--- src/rtl/vload_engine.sv ---
module vload_engine #(
  parameter int NBANK = 16,
  parameter int BUSY  = 4,
  parameter int LAT   = 12,
  parameter int AW    = 16,
  parameter int VLMAX = 64
) (
  input  logic                         clk,
  input  logic                         rst_n,
  input  logic                         start,
  input  logic [AW-1:0]                base,
  input  logic [AW-1:0]                stride,
  input  logic [$clog2(VLMAX+1)-1:0]   vl,
  input  logic [$clog2(VLMAX)-1:0]     rd_idx,
  output logic                         busy,
  output logic                         req_valid,
  output logic [AW-1:0]                req_addr,
  output logic [$clog2(NBANK)-1:0]     req_bank,
  output logic                         done,
  output logic [2*AW-1:0]              rd_data
);
  localparam int DW = 2 * AW;
  localparam int IW = $clog2(VLMAX);
  localparam int LW = $clog2(VLMAX + 1);
  localparam int BW = $clog2(NBANK);
  localparam int CW = $clog2(BUSY + 1);

  logic          active;
  logic [LW-1:0] len, nxt;
  logic [AW-1:0] addr, step;
  logic [BW-1:0] bank;
  logic [CW-1:0] rest [NBANK];
  logic          pv [LAT];
  logic [IW-1:0] pi [LAT];
  logic [AW-1:0] pa [LAT];
  logic [DW-1:0] vreg [VLMAX];

  assign bank      = BW'(addr % AW'(NBANK));
  assign req_valid = active && (nxt < len) && (rest[bank] == '0);
  assign req_addr  = addr;
  assign req_bank  = bank;
  assign busy      = active;
  assign done      = pv[LAT-1] && (LW'(pi[LAT-1]) == len - LW'(1));
  assign rd_data   = vreg[rd_idx];

  always_ff @(posedge clk) begin
    if (!rst_n) begin
      active <= 1'b0;
      len    <= '0;
      nxt    <= '0;
      addr   <= '0;
      step   <= '0;
    end else if (!active) begin
      if (start && vl != '0) begin
        active <= 1'b1;
        len    <= vl;
        nxt    <= '0;
        addr   <= base;
        step   <= stride;
      end
    end else begin
      if (req_valid) begin
        addr <= addr + step;
        nxt  <= nxt + LW'(1);
      end
      if (done) active <= 1'b0;
    end
  end

  for (genvar b = 0; b < NBANK; b++) begin : g_bank
    always_ff @(posedge clk) begin
      if (!rst_n)                           rest[b] <= '0;
      else if (req_valid && bank == BW'(b)) rest[b] <= CW'(BUSY - 1);
      else if (rest[b] != '0)               rest[b] <= rest[b] - CW'(1);
    end
  end

  always_ff @(posedge clk) begin
    if (!rst_n) begin
      for (int k = 0; k < LAT; k++) pv[k] <= 1'b0;
    end else begin
      pv[0] <= req_valid;
      for (int k = 1; k < LAT; k++) pv[k] <= pv[k-1];
    end
  end

  always_ff @(posedge clk) begin
    pi[0] <= nxt[IW-1:0];
    pa[0] <= addr;
    for (int k = 1; k < LAT; k++) begin
      pi[k] <= pi[k-1];
      pa[k] <= pa[k-1];
    end
    if (pv[LAT-1]) vreg[pi[LAT-1]] <= {~pa[LAT-1], pa[LAT-1]};
  end
endmodule

--- config.mk ---
export PLATFORM = sky130hd
export DESIGN_NAME = vload_engine
export DESIGN_NICKNAME = d
export VERILOG_FILES = /design/src/rtl/vload_engine.sv
export SDC_FILE = /design/constraint.sdc
export NUM_CORES = 2
export LEC_CHECK = 0
export BUFFER_PORTS_ARGS = -buffer_cell sky130_fd_sc_hd__buf_2
export CORE_MARGIN = 2
export CORE_UTILIZATION = 45
export CTS_CLUSTER_DIAMETER = 150
export DETAILED_ROUTE_END_ITERATION = 6
export GPL_ROUTABILITY_DRIVEN = 0
export PLACE_DENSITY = 0.69
export RECOVER_POWER = 50
export SLEW_MARGIN = 10
export SYNTH_ARGS = -nofsm -noshare
export SYNTH_HDL_FRONTEND = slang
export SYNTH_SLANG_ARGS = --single-unit
--- constraint.sdc ---
create_clock -name clk -period 3.6 [get_ports clk]
set_input_delay 0.54 -clock clk [delete_from_list [all_inputs] [get_ports clk]]
set_output_delay 0.54 -clock clk [all_outputs]
set_load 0.02 [all_outputs]
==> reports/results.txt <==
Outcome = complete, but fails checks
Violated checks = max-capacitance violations, max-slew violations, negative setup slack
GRT Util Overall = 22.3%
Iteration-0 DRC Markers = 6061
Die area = 0.203 mm^2
Design area = 0.105 mm^2
Synthesis-to-layout area growth = 16.9%
Worst r2r src = pa[2][57]
R2r endpoint = vreg[38][25]
Clock latency at the later pin of the worst-skew pair = 900 ps
Max Fanout on Critical Path = 1
IO Port Bufs = 102
Cell Area, Placed = 0.0965 mm^2
Final ANT Viol Nets = 0
Hold WC Path Type = input port to flop
Setup TNS = -94.1 ps
Power Density = 599 mW/mm^2
Clock-pin slew on the worst setup and hold paths = 60 ps
Clock root cell = clkbuf_16
Row count = 163
Critical Path Source = vreg[44][9]
Metal3 WL = 22500 um
Worst path bufs/invs = 1
Largest net degree at the start of global routing = 66
GRT overflow = 0
Setup crit end = rd_data[9]
R2R cell count = 3
Worst Path Arrival = 3100 ps
Yosys warning count = 0
Final period utilization = 101%
CP Cell Sequence = mux4_2, mux4_2, mux4_2, buf_6
Uppermost layer routed = met5
Syn avg cell area = 22.2 um^2
CTS Buffer Depth = 3
Synth Cell Area = 0.0897 mm^2
Die height = 450 um
Cell Count Post-Placement = 6907
Syn nets = 4141
Crit path capture type = primary output
CP max-delay cell = mux4_2
Number of CTS-inserted buffers = 232
Worst slew pin tran = 2910 ps
Clock sink total = 2423
Fmax achieved = 275 MHz
Die width = 450 um
Starting density of the core = 45.4%
Final hold vios = 0
CP required = 3060 ps
Initial antenna violation count = 9
Flop2flop setup slack = 190 ps
Vias/cell = 5.95
H-tree Lvls = 4
#FFs+latches synth = 2423
Maximum vdd ir drop = 0.502 mV
# IOs = 103
Final setup vio count = 4
Drt first pass iters = 6
Final Non-Filler Cells = 7381
Nets = 4645
RSZ-0062 raised after global routing = true
Worst Hold Margin = 144 ps
DRC viols = 0
Final setup margin = -40.7 ps
Vias in the first global route = 44180
Post-DP HPWL = 128000 um
CTS tree = yes
Slew Viols, Final = 977
Hold Path Depth = 4
Clock Skew = 100 ps
Max Cap Viol = 17
# diodes = 0
Ys flop type = edfxtp_1
Syn Inst Count = 4037
Max stage delay on crit path = 630 ps
WS Path Type = flop to primary output
Critical Path Source Type = flop
Core area = 0.198 mm^2
Rel. slew slack = -93.8%
First-pass GRT wire length = 322000 um
Routed len/inst = 30.7 um
Register area share after synthesis = 77.5%
WL met2 = 110000 um
CP most frequent cell = mux4_2
Met1 Wirelength = 84600 um
EDFF count, synth = 2096
Share of layout cells above drive strength 1 = 31.7%
Ys async rst share = 0%
Post-synthesis cell type count = 63
Via count = 43951
Crit path time final = 3640 ps
WL final = 226000 um
Delay-heaviest family, CP = multiplexers
Cell count along the critical path = 4
Cell leakage power = 33.7 nW
power by group:
part           internal (mW)  total (mW)  switching, mW
Sequential              32.6        33.2          0.532
Clock                   14.0        24.5           10.5
Combinational           1.96        5.19           3.22
Total                   48.6        62.8           14.3
metal layers:
layer	global-route usage, %	up-vias
li1	-	17754
met1	30.1	23200
met2	36.2	2527
met3	4.37	464
met4	8.38	6
met5	0	-
cell type report:
cell class	count	area [um^2]
Timing Repair Buffer	479	4370
Clock buffer	298	6200
Tap cell	2640	3300
Clock inverter	136	1590
Multi-Input combinational cell	1321	19500
Inverter	84	315
Fill cell	14722	92800
Sequential cell	2423	69500
kinds of logic (layout without fill, tap and decap cells):
group           count (synthesis)  after routing  synth area share (%)
buf+inv                       293            997                  1.35
xor+xnor                       20             20                 0.195
fa+ha+maj                      56             56                 0.790
compound gates                225            225                  1.70
simple gates                  339            339                  1.82
mux                           681            681                  16.7
flops                        2423           2423                  77.5
placed cells by master (no fill, tap or decap), types with 10 or more instances in the layout:
cell,count
xnor2_1,13
a211oi_1,40
buf_12,67
nor2_4,68
mux2i_1,30
bufinv_16,24
o22a_1,12
buf_4,238
nand2_1,73
clkinv_1,48
mux4_2,650
o21a_1,16
o21ai_0,22
nand3_1,16
buf_2,75
nor2_1,65
clkinv_16,10
ha_1,55
nor3_1,19
dlygate4sd3_1,35
edfxtp_1,2096
dfxtp_1,323
clkbuf_1,79
buf_6,22
inv_1,83
clkinv_2,34
nor4_1,11
o211ai_1,16
clkbuf_16,235
a21oi_1,65
nor2b_1,26
Yosys cell counts, types with 6 or more instances:
| master | number | share of area, % |
|---|---|---|
| edfxtp_1 | 2096 | 70 |
| mux4_2 | 650 | 16 |
| dfxtp_1 | 327 | 7.3 |
| nor2_1 | 129 | 0.54 |
| clkbuf_1 | 108 | 0.45 |
| inv_1 | 84 | 0.35 |
| nand2_1 | 73 | 0.31 |
| a21oi_1 | 67 | 0.37 |
| buf_2 | 60 | 0.33 |
| ha_1 | 55 | 0.77 |
| a211oi_1 | 47 | 0.39 |
| buf_1 | 33 | 0.14 |
| mux2i_1 | 31 | 0.35 |
| nor2b_1 | 27 | 0.19 |
| o21ai_0 | 22 | 0.12 |
| nor3_1 | 19 | 0.11 |
| nand3_1 | 16 | 0.089 |
| o211ai_1 | 16 | 0.13 |
| o21a_1 | 16 | 0.13 |
| and2_1 | 13 | 0.091 |
| xnor2_1 | 13 | 0.13 |
| nor4_1 | 12 | 0.084 |
| o22a_1 | 12 | 0.12 |
| nand3b_1 | 9 | 0.075 |
| or2_2 | 9 | 0.063 |
| nand2b_1 | 7 | 0.049 |
| nand4_1 | 7 | 0.049 |
| xor2_1 | 7 | 0.068 |
| buf_4 | 6 | 0.050 |
worst min path at each step:
stage,startpoint,endpoint,slack (ps)
5_1_grt,base[4],req_addr[4],140
2_1_floorplan,pa[0][0],pa[0][16],310
3_5_place_dp,pa[2][38],pa[2][54],310
6_report,base[4],req_addr[4],140
3_3_place_gp,pi[1][13],pi[1][19],310
4_1_cts,base[4],req_addr[4],60
state kept, by name, summed over array words and instances, names as in the netlist, named ones only:
name / count
vreg: 2048
pa: 192
pi: 72
rest: 48
req_addr: 16
step: 16
pv: 12
len: 7
nxt: 7
busy: 1
worst min-delay path: cells and delay by family:
kind / cells / cell delay [ps]
compound gates: 2 / 200
simple gates: 1 / 120
buf+inv: 1 / 100
through the flow:
stage / util [%] / worst slack [ps] / power (mW)
after floorplan: - / 58.6 / 36.8
after global placement: 48.8 / -81.5 / 38.5
after detailed placement: 48.8 / -106 / 38.8
after CTS: 53.1 / -88.0 / 63.1
after global routing: 53.0 / -94.3 / 64.9
final: 53.0 / -40.7 / 62.8
timing repair:
| action | CTS | global route |
|---|---|---|
| hold buffers | 35 | 0 |
| pin swaps | 2 | 5 |
| gates cloned | 1 | 0 |
| gates resized for setup | 48 | 12 |
| endpoints found under the setup margin | 23 | 32 |
| endpoints found under the hold margin | 39 | 0 |
| setup buffers | 1 | 3 |
No activity file was read; power rests on OpenSTA's default activity.
